[src/rtl/owb_pkg.sv]
`timescale 1ns/1ps
package owb_pkg;
  typedef enum logic [2:0] {
    ST_RX       = 3'd0,
    ST_TX       = 3'd1,
    ST_RST_HOLD = 3'd2,
    ST_PRES_GAP = 3'd3,
    ST_PRES     = 3'd4
  } owb_state_e;
endpackage

[src/rtl/owb_tick_gen.sv]
`timescale 1ns/1ps
module owb_tick_gen #(
  parameter int unsigned DIV = 50
) (
  input  logic clk_i,
  input  logic rst_ni,
  output logic tick_o
);
  localparam int unsigned CW = (DIV > 2) ? $clog2(DIV) : 1;
  localparam logic [CW-1:0] LAST = CW'(DIV - 1);

  logic [CW-1:0] cnt_q;

  always_ff @(posedge clk_i or negedge rst_ni) begin
    if (!rst_ni) begin
      cnt_q  <= '0;
      tick_o <= 1'b0;
    end else begin
      tick_o <= (cnt_q == LAST);
      cnt_q  <= (cnt_q == LAST) ? '0 : cnt_q + 1'b1;
    end
  end
endmodule

[src/rtl/owb_bus_sync.sv]
`timescale 1ns/1ps
module owb_bus_sync #(
  parameter int unsigned STAGES    = 2,
  parameter int unsigned MASK_HOLD = 3
) (
  input  logic clk_i,
  input  logic rst_ni,
  input  logic bus_i,
  input  logic drive_i,
  output logic level_o,
  output logic fall_o
);
  logic [STAGES-1:0]    sync_q;
  logic                 prev_q;
  logic [MASK_HOLD-1:0] hold_q;

  always_ff @(posedge clk_i or negedge rst_ni) begin
    if (!rst_ni) begin
      sync_q <= '1;
      prev_q <= 1'b1;
      hold_q <= '0;
    end else begin
      sync_q <= {sync_q[STAGES-2:0], bus_i};
      prev_q <= sync_q[STAGES-1];
      hold_q <= {hold_q[MASK_HOLD-2:0], drive_i};
    end
  end

  assign level_o = sync_q[STAGES-1];
  // own pull-low reaches the synchroniser a few cycles late; mask that window
  assign fall_o  = prev_q & ~level_o & ~drive_i & ~(|hold_q);
endmodule

[src/rtl/owb_us_timer.sv]
`timescale 1ns/1ps
module owb_us_timer #(
  parameter int unsigned W = 10
) (
  input  logic         clk_i,
  input  logic         rst_ni,
  input  logic         tick_i,
  input  logic         start_i,
  input  logic         clear_i,
  input  logic [W-1:0] load_i,
  output logic         busy_o,
  output logic         done_o
);
  logic [W-1:0] cnt_q;

  always_ff @(posedge clk_i or negedge rst_ni) begin
    if (!rst_ni) begin
      cnt_q  <= '0;
      busy_o <= 1'b0;
    end else if (clear_i) begin
      busy_o <= 1'b0;
    end else if (start_i) begin
      cnt_q  <= load_i;
      busy_o <= 1'b1;
    end else if (busy_o && tick_i) begin
      if (cnt_q == W'(1)) busy_o <= 1'b0;
      else                cnt_q  <= cnt_q - 1'b1;
    end
  end

  assign done_o = busy_o & tick_i & (cnt_q == W'(1));
endmodule

[src/rtl/owb_rx_byte.sv]
`timescale 1ns/1ps
module owb_rx_byte #(
  parameter int unsigned BITS = 8
) (
  input  logic            clk_i,
  input  logic            rst_ni,
  input  logic            sample_i,
  input  logic            bit_i,
  input  logic            clear_i,
  output logic [BITS-1:0] byte_o,
  output logic            done_o
);
  localparam logic [BITS-1:0] MARK = {1'b1, {(BITS-1){1'b0}}};

  logic [BITS-1:0] sh_q;

  assign byte_o = {bit_i, sh_q[BITS-1:1]};
  assign done_o = sample_i & sh_q[0];

  always_ff @(posedge clk_i or negedge rst_ni) begin
    if (!rst_ni)            sh_q <= MARK;
    else if (clear_i)       sh_q <= MARK;
    else if (sample_i)      sh_q <= sh_q[0] ? MARK : byte_o;
  end
endmodule

[src/rtl/owb_rom_slave.sv]
`timescale 1ns/1ps
module owb_rom_slave
  import owb_pkg::*;
#(
  parameter int unsigned TICK_DIV = 50,
  parameter int unsigned T_SAMPLE = 15,
  parameter int unsigned T_ZERO   = 30,
  parameter int unsigned T_RESET  = 720,
  parameter int unsigned T_GAP    = 40,
  parameter int unsigned T_PRES   = 150,
  parameter int unsigned ID_BYTES = 8,
  parameter logic [ID_BYTES*8-1:0] ROM_ID = 64'h6800_0009_87B1_3501,
  parameter logic [7:0] CMD_READ = 8'h33
) (
  input  logic clk_i,
  input  logic rst_ni,
  input  logic bus_i,
  output logic drive_o
);
  localparam int unsigned ID_BITS = ID_BYTES * 8;
  localparam int unsigned IW      = $clog2(ID_BITS);
  localparam int unsigned T_A     = (T_RESET > T_PRES) ? T_RESET : T_PRES;
  localparam int unsigned T_MAX   = (T_A > T_GAP) ? T_A : T_GAP;
  localparam int unsigned TW      = $clog2(T_MAX + 1);

  logic          tick;
  logic          bus_s, fall;
  logic          slot_start, slot_clear, slot_busy, slot_done;
  logic [TW-1:0] slot_load;
  logic          wd_start, wd_armed, wd_done;
  logic          rx_sample, rx_clear, rx_done;
  logic [7:0]    rx_byte;
  logic          active;

  owb_state_e    state_q, state_d;
  logic          drive_q, drive_d;
  logic [IW-1:0] idx_q, idx_d;

  owb_tick_gen #(.DIV(TICK_DIV)) i_tick (
    .clk_i (clk_i), .rst_ni(rst_ni), .tick_o(tick)
  );

  owb_bus_sync #(.STAGES(2), .MASK_HOLD(3)) i_sync (
    .clk_i  (clk_i), .rst_ni(rst_ni), .bus_i(bus_i), .drive_i(drive_q),
    .level_o(bus_s), .fall_o(fall)
  );

  owb_us_timer #(.W(TW)) i_slot_tmr (
    .clk_i  (clk_i), .rst_ni(rst_ni), .tick_i(tick),
    .start_i(slot_start), .clear_i(slot_clear), .load_i(slot_load),
    .busy_o (slot_busy), .done_o(slot_done)
  );

  owb_us_timer #(.W(TW)) i_wd_tmr (
    .clk_i  (clk_i), .rst_ni(rst_ni), .tick_i(tick),
    .start_i(wd_start), .clear_i(1'b0), .load_i(TW'(T_RESET)),
    .busy_o (wd_armed), .done_o(wd_done)
  );

  owb_rx_byte #(.BITS(8)) i_rx (
    .clk_i   (clk_i), .rst_ni(rst_ni), .sample_i(rx_sample), .bit_i(bus_s),
    .clear_i (rx_clear), .byte_o(rx_byte), .done_o(rx_done)
  );

  assign active    = (state_q == ST_RX) || (state_q == ST_TX);
  assign rx_sample = (state_q == ST_RX) && slot_done;
  assign wd_start  = active && fall;

  always_comb begin
    state_d    = state_q;
    drive_d    = drive_q;
    idx_d      = idx_q;
    slot_start = 1'b0;
    slot_clear = 1'b0;
    slot_load  = TW'(T_SAMPLE);
    rx_clear   = 1'b0;

    unique case (state_q)
      ST_RX: begin
        if (fall) slot_start = 1'b1;
        if (rx_done && rx_byte == CMD_READ) begin
          state_d = ST_TX;
          idx_d   = '0;
        end
      end
      ST_TX: begin
        if (fall && !slot_busy) begin
          slot_start = 1'b1;
          slot_load  = TW'(T_ZERO);
          drive_d    = ~ROM_ID[idx_q];
        end
        if (slot_done) begin
          drive_d = 1'b0;
          if (idx_q == IW'(ID_BITS - 1)) begin
            state_d = ST_RX;
            idx_d   = '0;
          end else begin
            idx_d = idx_q + 1'b1;
          end
        end
      end
      ST_RST_HOLD: begin
        if (bus_s) begin
          slot_start = 1'b1;
          slot_load  = TW'(T_GAP);
          state_d    = ST_PRES_GAP;
        end
      end
      ST_PRES_GAP: begin
        if (slot_done) begin
          slot_start = 1'b1;
          slot_load  = TW'(T_PRES);
          drive_d    = 1'b1;
          state_d    = ST_PRES;
        end
      end
      ST_PRES: begin
        if (slot_done) begin
          drive_d  = 1'b0;
          rx_clear = 1'b1;
          state_d  = ST_RX;
        end
      end
      default: state_d = ST_RX;
    endcase

    // quiet bus for the full window: enter reset handling
    if (active && wd_armed && wd_done && !fall) begin
      state_d    = ST_RST_HOLD;
      drive_d    = 1'b0;
      idx_d      = '0;
      slot_start = 1'b0;
      slot_clear = 1'b1;
      rx_clear   = 1'b1;
    end
  end

  always_ff @(posedge clk_i or negedge rst_ni) begin
    if (!rst_ni) begin
      state_q <= ST_RX;
      drive_q <= 1'b0;
      idx_q   <= '0;
    end else begin
      state_q <= state_d;
      drive_q <= drive_d;
      idx_q   <= idx_d;
    end
  end

  assign drive_o = drive_q;
endmodule

[config.mk]
export PLATFORM = sky130hd
export DESIGN_NAME = owb_rom_slave
export DESIGN_NICKNAME = d
export VERILOG_FILES = /design/src/rtl/owb_pkg.sv /design/src/rtl/owb_tick_gen.sv /design/src/rtl/owb_bus_sync.sv /design/src/rtl/owb_us_timer.sv /design/src/rtl/owb_rx_byte.sv /design/src/rtl/owb_rom_slave.sv
export SDC_FILE = /design/constraint.sdc
export NUM_CORES = 1
export LEC_CHECK = 0
export BUFFER_PORTS_ARGS = -buffer_cell sky130_fd_sc_hd__buf_4
export CAP_MARGIN = 20
export CORE_MARGIN = 4
export CORE_UTILIZATION = 62
export DETAILED_ROUTE_END_ITERATION = 12
export GPL_TIMING_DRIVEN = 0
export PLACE_DENSITY = 0.79
export SLEW_MARGIN = 5
export SYNTH_ARGS = -nofsm -noshare
export SYNTH_HDL_FRONTEND = slang
export SYNTH_SLANG_ARGS = --single-unit
[constraint.sdc]
create_clock -name clk_i -period 3.4 [get_ports clk_i]
set_clock_uncertainty 0.05 [all_clocks]
set_input_delay 0.34 -clock clk_i [delete_from_list [all_inputs] [get_ports clk_i]]
set_output_delay 0.34 -clock clk_i [all_outputs]
set_load 0.005 [all_outputs]
# Yosys cells after proc, flatten, opt, wreduce, memory -nomap -nowiden
# Memory sizes are Yosys's and may differ from the RTL's.
# Cells that the tools add are included.
dict set report classes {
  n_eq_ne 18
  n_mux 50
  n_div 0
  n_reduce_logical 29
  order_cmp 1
  n_bitwise 13
  add_sub_neg 4
  n_mul 0
  shifts 0
}
# operator count
set op_table {}
lappend op_table {{$mux W10} 6}
lappend op_table {{$mux W6} 6}
lappend op_table {{$mux W8} 4}
lappend op_table {{$pmux W8 S3} 1}
lappend op_table {{$mux W1} 21}
lappend op_table {{$mux W3} 7}
lappend op_table {{$eq A10 B1 Y1 const B} 2}
lappend op_table {{$sub A10 B1 Y10 const B} 2}
lappend op_table {{$pmux W3 S5} 1}
lappend op_table {{$add A6 B1 Y6 const B} 2}
lappend op_table {{$eq A6 B6 Y1 const B} 2}
lappend op_table {{$pmux W6 S2} 1}
lappend op_table {{$logic_and A1 B1 Y1} 9}
lappend op_table {{$reduce_bool A3 Y1} 3}
lappend op_table {{$and A1 B1 Y1} 8}
lappend op_table {{$eq A8 B6 Y1 const B} 1}
lappend op_table {{$reduce_bool A2 Y1} 4}
lappend op_table {{$lt A6 B7 Y1 const B} 1}
lappend op_table {{$eq A3 B2 Y1 const B} 2}
lappend op_table {{$ne A3 B1 Y1 const B} 2}
lappend op_table {{$ne A3 B2 Y1 const B} 2}
lappend op_table {{$ne A3 B3 Y1 const B} 2}
lappend op_table {{$reduce_and A2 Y1} 3}
lappend op_table {{$reduce_and A3 Y1} 2}
lappend op_table {{other kinds (15)} 21}
dict set report totals {
  elab_cells 129
  reg_bits 53
  mem_bits_rw 0
  mem_count 1
  inputBits 3
  output_inout_bits 1
  latch_bits 0
  mem_bits_ro 64
}
# memory words width read_ports rd_clocked_by_memory_dff wr line_no
set mem_list {}
lappend mem_list {{(no name shown)} 64 1 1 0 0 owb_rom_slave.sv:90} ;# drive_d = ~ROM_ID[idx_q];

# Depth between registers and ports, before layout
dict set report logic_depth {
  word_depth 10
  mapped_depth 8
  mapped_depth_nobuf 7
}

# By module
# Synthesis repeated with hierarchy kept, for this count alone.
dict set report hier_totals {
  hier_cells 382
  area_unflattened_um2 3452.1
}
# mod n_inst cells_each area_per_inst_um2 seq_area_each_um2
set modules_own_cells {}
lappend modules_own_cells {owb_us_timer 2 94 800.8 275.3}
lappend modules_own_cells {owb_rom_slave 1 121 900.9 250.2}
lappend modules_own_cells {owb_rx_byte 1 38 465.4 201.4}
lappend modules_own_cells {owb_tick_gen 1 27 310.3 175.2}
lappend modules_own_cells {owb_bus_sync 1 8 173.9 153.9}

# Least setup slack after synthesis
# Ideal clock, no wire load.
dict set report synth_timing {
  kind {flip-flop to flip-flop}
  start {register i_slot_tmr.cnt_q[8]}
  end {register i_slot_tmr.cnt_q[2]}
  t_arrival_ps 2029
  t_required_ps 3224
  setup_ps 126
  setup_slack_ps 1195
  n_path_buf 1
  stages_incl_launch_ff 7
  synth_period_minus_slack_ps 2205
  cell_sequence {dfrtp_1 -> or4_4 -> buf_6 -> nor4_4 -> nor2_2 -> a31o_4 -> a221o_1}
}
dict set report synth_between {
  elab_chain_len 7
  word_cells_on_any_way 9
  cone_classes {eq/ne: 2; mux: 4; bitwise: 1; reduce/logical: 2}
}
# item line_no
set synth_rtl {}
lappend synth_rtl {{start, declared} owb_us_timer.sv:14} ;# logic [W-1:0] cnt_q;
lappend synth_rtl {{start signal, assigned} owb_us_timer.sv:23} ;# cnt_q <= load_i;
lappend synth_rtl {{start signal, assigned} owb_us_timer.sv:27} ;# else cnt_q <= cnt_q - 1'b1;
lappend synth_rtl {{$eq A10 B1 Y1 (*)} {owb_us_timer.sv:26, owb_us_timer.sv:31}}
lappend synth_rtl {{$and A1 B1 Y1} owb_us_timer.sv:31} ;# assign done_o = busy_o & tick_i & (cnt_q == W'(1));
lappend synth_rtl {{$mux W1} owb_rom_slave.sv:110} ;# if (slot_done) begin
lappend synth_rtl {{$pmux W1 S4} owb_rom_slave.sv:78} ;# unique case (state_q)
lappend synth_rtl {{$mux W1} owb_rom_slave.sv:128} ;# if (active && wd_armed && wd_done && !fall) begin
lappend synth_rtl {{$ne A2 B1 Y1 (no line) / $reduce_bool A2 Y1 (equally long branches)} --}
lappend synth_rtl {{$reduce_and A3 Y1 (no line)} --}
# Every way passes the cells marked *; elsewhere a longest branch is shown, timed or not.
# A chain may end at the register's enable or synchronous reset.

# Worst setup path in the final report
dict set report layout_timing {
  start {register i_wd_tmr.cnt_q[7]}
  end {register i_rx.sh_q[2]}
}
dict set report layout_between {
  elab_chain_len 6
  word_cells_on_any_way 7
  cone_classes {eq/ne: 1; mux: 2; bitwise: 1; reduce/logical: 3}
}
# item line_no
set layout_rtl {}
lappend layout_rtl {{start, declared} owb_us_timer.sv:14}
lappend layout_rtl {{start signal, assigned} owb_us_timer.sv:23}
lappend layout_rtl {{start signal, assigned} owb_us_timer.sv:27}
lappend layout_rtl {{$eq A10 B1 Y1 (*)} owb_us_timer.sv:31}
lappend layout_rtl {{$and A1 B1 Y1 (*)} owb_us_timer.sv:31}
lappend layout_rtl {{$logic_and A1 B1 Y1 (*) (2 in a row)} owb_rom_slave.sv:128}
lappend layout_rtl {{$mux W1 (*)} owb_rom_slave.sv:128}
lappend layout_rtl {{$mux W8 / $reduce_bool A2 Y1 (equally long branches)} --}
lappend layout_rtl {{end signal, assigned} owb_rx_byte.sv:23} ;# else if (sample_i) sh_q <= sh_q[0] ? MARK : byte_o;
lappend layout_rtl {{end, declared} owb_rx_byte.sv:15} ;# logic [BITS-1:0] sh_q;
# Marked as above.

==> results.yml <==
run_status:
  status: "complete, but fails checks"
  violations: "hold timing"
die:
  die_w_um: 78.3
  coreArea_mm2: 0.00475
  initial_utilization_pct: 64.4
  die_h_um: 78.3
  pin_count: 4
  design.die.area_mm2: 0.00613
  row_count: 25
routing:
  routed.top_layer: "met4"
  drt_pass1_iterations: 4
  avgRoutedWirePerCell_um: 15.3
  ant_nets: 0
  dr_wl_met2_um: 2890
  drt_iter0_markers: 135
  drcViolationCount: 0
  dr_total_vias: 2341
  wl_met3_um: 134
  drt-total-wl_um: 5980
  via_per_inst: 5.99
  wl_met1_um: 2830
cts:
  clkTransAtPathRegs_ns: 0.10
  post_cts_buffers: 0
  cts_sinks: 53
  root_buffer: "clkbuf_8"
  cts_tree: "built"
  postCtsResizedCells: 0
  ctsHoldBuffers: 0
  clock_latency_ns: 0.31
  htreeDepth: 2
  cts_buffers: 5
  clockBufferDepth: 2
yosys:
  yosysTopAreaCell: "dfrtp_1"
  ys_seq_area_share_pct: 43.5
  synth-seq-cells: 53
  syn_area_per_cell_um2: 9.78
  synth.net_count: 325
  synth_edf_count: 0
  ys_types: 65
  yosysWarnings: 0
  synth.top_cell.area_share_pct: 40.0
  async_flop_share_pct: 100
  synthesis.area_mm2: 0.00306
  syn-instance-count: 313
  synthTopCellsByArea: "dfrtp_1, nor2_1, ha_1, dfstp_2, xnor2_1"
  synthFlopType: "dfrtp_1"
placed_design:
  io_buffers: 3
  gp_congestion: 0.948
  dp_hpwl_um: 4260
  pre_cts_slack_ns: 1.03
critical_path:
  crit_buf_inv: 0
  cp.depth: 5
  worst-path-max-fanout: 8
  required_ns: 3.52
  slowest_stage: "or4_4"
  reg2reg_from: "i_wd_tmr.cnt_q[7]"
  start_kind: "register"
  worst_r2r_endpoint: "i_rx.sh_q[2]"
  path_class: "reg -> reg"
  crit_arrival_ns: 2.51
  crit_chain: "or4_4 -> nor3_2 -> nand2_1 -> o21ai_1 -> nor2_1"
  slowest_delay_ns: 0.58
  critPathCaptureType: "register"
  rrSetupSlack_ns: 1.01
  critPathTopFamily: "simple AND/OR/NAND/NOR gates"
  r2r.worst_path.cells: 5
power:
  vdd_drop_max_mv: 0.273
  p_int_mw: 0.794
  clkPwrFrac_pct: 33.5
  power_switching_mw: 0.234
  switching_share_pct: 22.8
  p_leak_nw: 1.26
  p_per_area_mw_per_mm2: 316
  p_seq_share_pct: 62.6
  p_comb_share_pct: 3.9
layout:
  fillers: 389
  final_core_util_pct: 68.4
  diodes: 0
  drive_gt1_share_pct: 11.1
  final_nets: 335
  multi_input_area_mm2: 0.00164
  regArea_mm2: 0.00133
  area_growth_pct: 6.17
sta:
  hold-worst-slack_ns: -0.00431
  setup_tns_ns: 0
  grt_setup_unrepaired: "false"
  finalCritPeriodShare_pct: 70.4
  hold_viol_final: 11
  worst_pin_slew_ns: 0.843
  drv_slew: 0
  finalSetupViolCount: 0
  fin_crit_ns: 2.39
  timing.final.ws_setup_ns: 1.01
  slew_headroom_pct: 43.6
  max_freq_mhz: 418
grt:
  grt_usage_pct: 20.9
  grt_first_pass_wirelength_um: 10200
  grt_max_degree: 54
  grt_pass1_vias: 2212
  grt_overflow: 0
  antenna_found_initial: 0
job:
  cap_violations: 0
worst_hold_path:
  hold_class: "in -> async"
-- kinds of logic (layout without fill, tap and decap cells) --
| family | after synthesis | after routing | synth area share [%] |
|---|---|---|---|
| AND/OR/NAND/NOR | 133 | 133 | 24.5 |
| AO/OA/AOI/OAI | 69 | 69 | 17.0 |
| flip-flops | 53 | 53 | 43.5 |
| buffers and inverters | 21 | 32 | 2.82 |
| XOR/XNOR | 17 | 17 | 4.86 |
| multiplexers | 11 | 11 | 3.68 |
| adder cells (fa/ha/maj) | 9 | 9 | 3.68 |
-- worst reg2reg max path, cell delays in order, from the launching register on --
cell and delay, ns:
dfrtp_1 0.42, or4_4 0.58, nor3_2 0.51, nand2_1 0.24
o21ai_1 0.36, nor2_1 0.11
-- state kept, by name, summed over array words and instances, names as in the netlist --
name	cells
i_wd_tmr.busy_o	1
i_rx.sh_q	8
i_sync.hold_q	3
i_sync.sync_q	2
i_sync.prev_q	1
i_tick.tick_o	1
i_tick.cnt_q	6
drive_o	1
i_slot_tmr.busy_o	1
idx_q	6
i_wd_tmr.cnt_q	10
i_slot_tmr.cnt_q	10
state_q	3
-- power groups by stage --
stage	sequential (mW)	clock (mW)	combinational, mW
5_1_grt	0.644	0.382	0.0467
6_report	0.643	0.344	0.0402
2_1_floorplan	0.653	0	0.0225
3_5_place_dp	0.655	0	0.0409
4_1_cts	0.643	0.356	0.0414
3_3_place_gp	0.655	0	0.0409
-- metrics by stage --
stage / cells / hold slack [ns] / instance area [um^2] / total power [mW]
2_1_floorplan: 313 / -0.00559 / 3060 / 0.676
3_3_place_gp: 383 / 0.298 / 3170 / 0.696
3_5_place_dp: 383 / 0.300 / 3170 / 0.696
4_1_cts: 391 / 0.0144 / 3250 / 1.04
5_1_grt: 391 / 0.0445 / 3250 / 1.07
6_report: 391 / -0.00431 / 3250 / 1.03
-- cell usage in the layout, fill, tap and decap left out, drive strengths merged, types with 8 or more instances in the layout --
cell type	Yosys	final
nand2	21	21
ha	9	9
nand3	10	10
or3	8	8
nand2b	8	8
xnor2	12	12
inv	12	12
clkbuf	8	14
a21oi	9	9
mux2i	9	9
nor2	39	39
nor3	11	11
dfrtp	49	49
nor4	8	8
o21ai	13	13
-- cell type report --
| class | instances | share of cell area [%] |
|---|---|---|
| Multi-Input combinational cell | 239 | 50.6 |
| Sequential cell | 53 | 41.0 |
| Tap cell | 67 | 2.58 |
| Clock buffer | 6 | 2.23 |
| Inverter | 12 | 1.39 |
| Buffer | 9 | 1.27 |
| Timing Repair Buffer | 3 | 0.693 |
| Clock inverter | 2 | 0.308 |
-- routing by layer --
layer | track usage, % | vias to the layer above
met5 | 0 | -
met2 | 34.2 | 28
met1 | 27.3 | 1140
li1 | - | 1161
met4 | 9.44 | 0
met3 | 3.44 | 12
-- worst max-delay path by stage --
stage	startpoint	endpoint
detailed placement	i_wd_tmr.cnt_q[7]	i_rx.sh_q[3]
floorplan	i_slot_tmr.cnt_q[8]	i_slot_tmr.cnt_q[2]
global placement	i_wd_tmr.cnt_q[7]	i_rx.sh_q[3]
finish	i_wd_tmr.cnt_q[7]	i_rx.sh_q[2]
CTS	i_wd_tmr.cnt_q[7]	i_rx.sh_q[2]
global route	i_wd_tmr.cnt_q[7]	i_rx.sh_q[2]
-- cell usage after synthesis, types with 9 or more instances --
master	instances
mux2i_1	9
o21ai_0	10
nor2_1	37
dfrtp_1	49
xnor2_1	12
a21oi_1	9
nand2_1	21
ha_1	9
inv_1	12
nand3_1	10
nor3_1	9
Note: power is estimated with default switching activity, not from simulation.
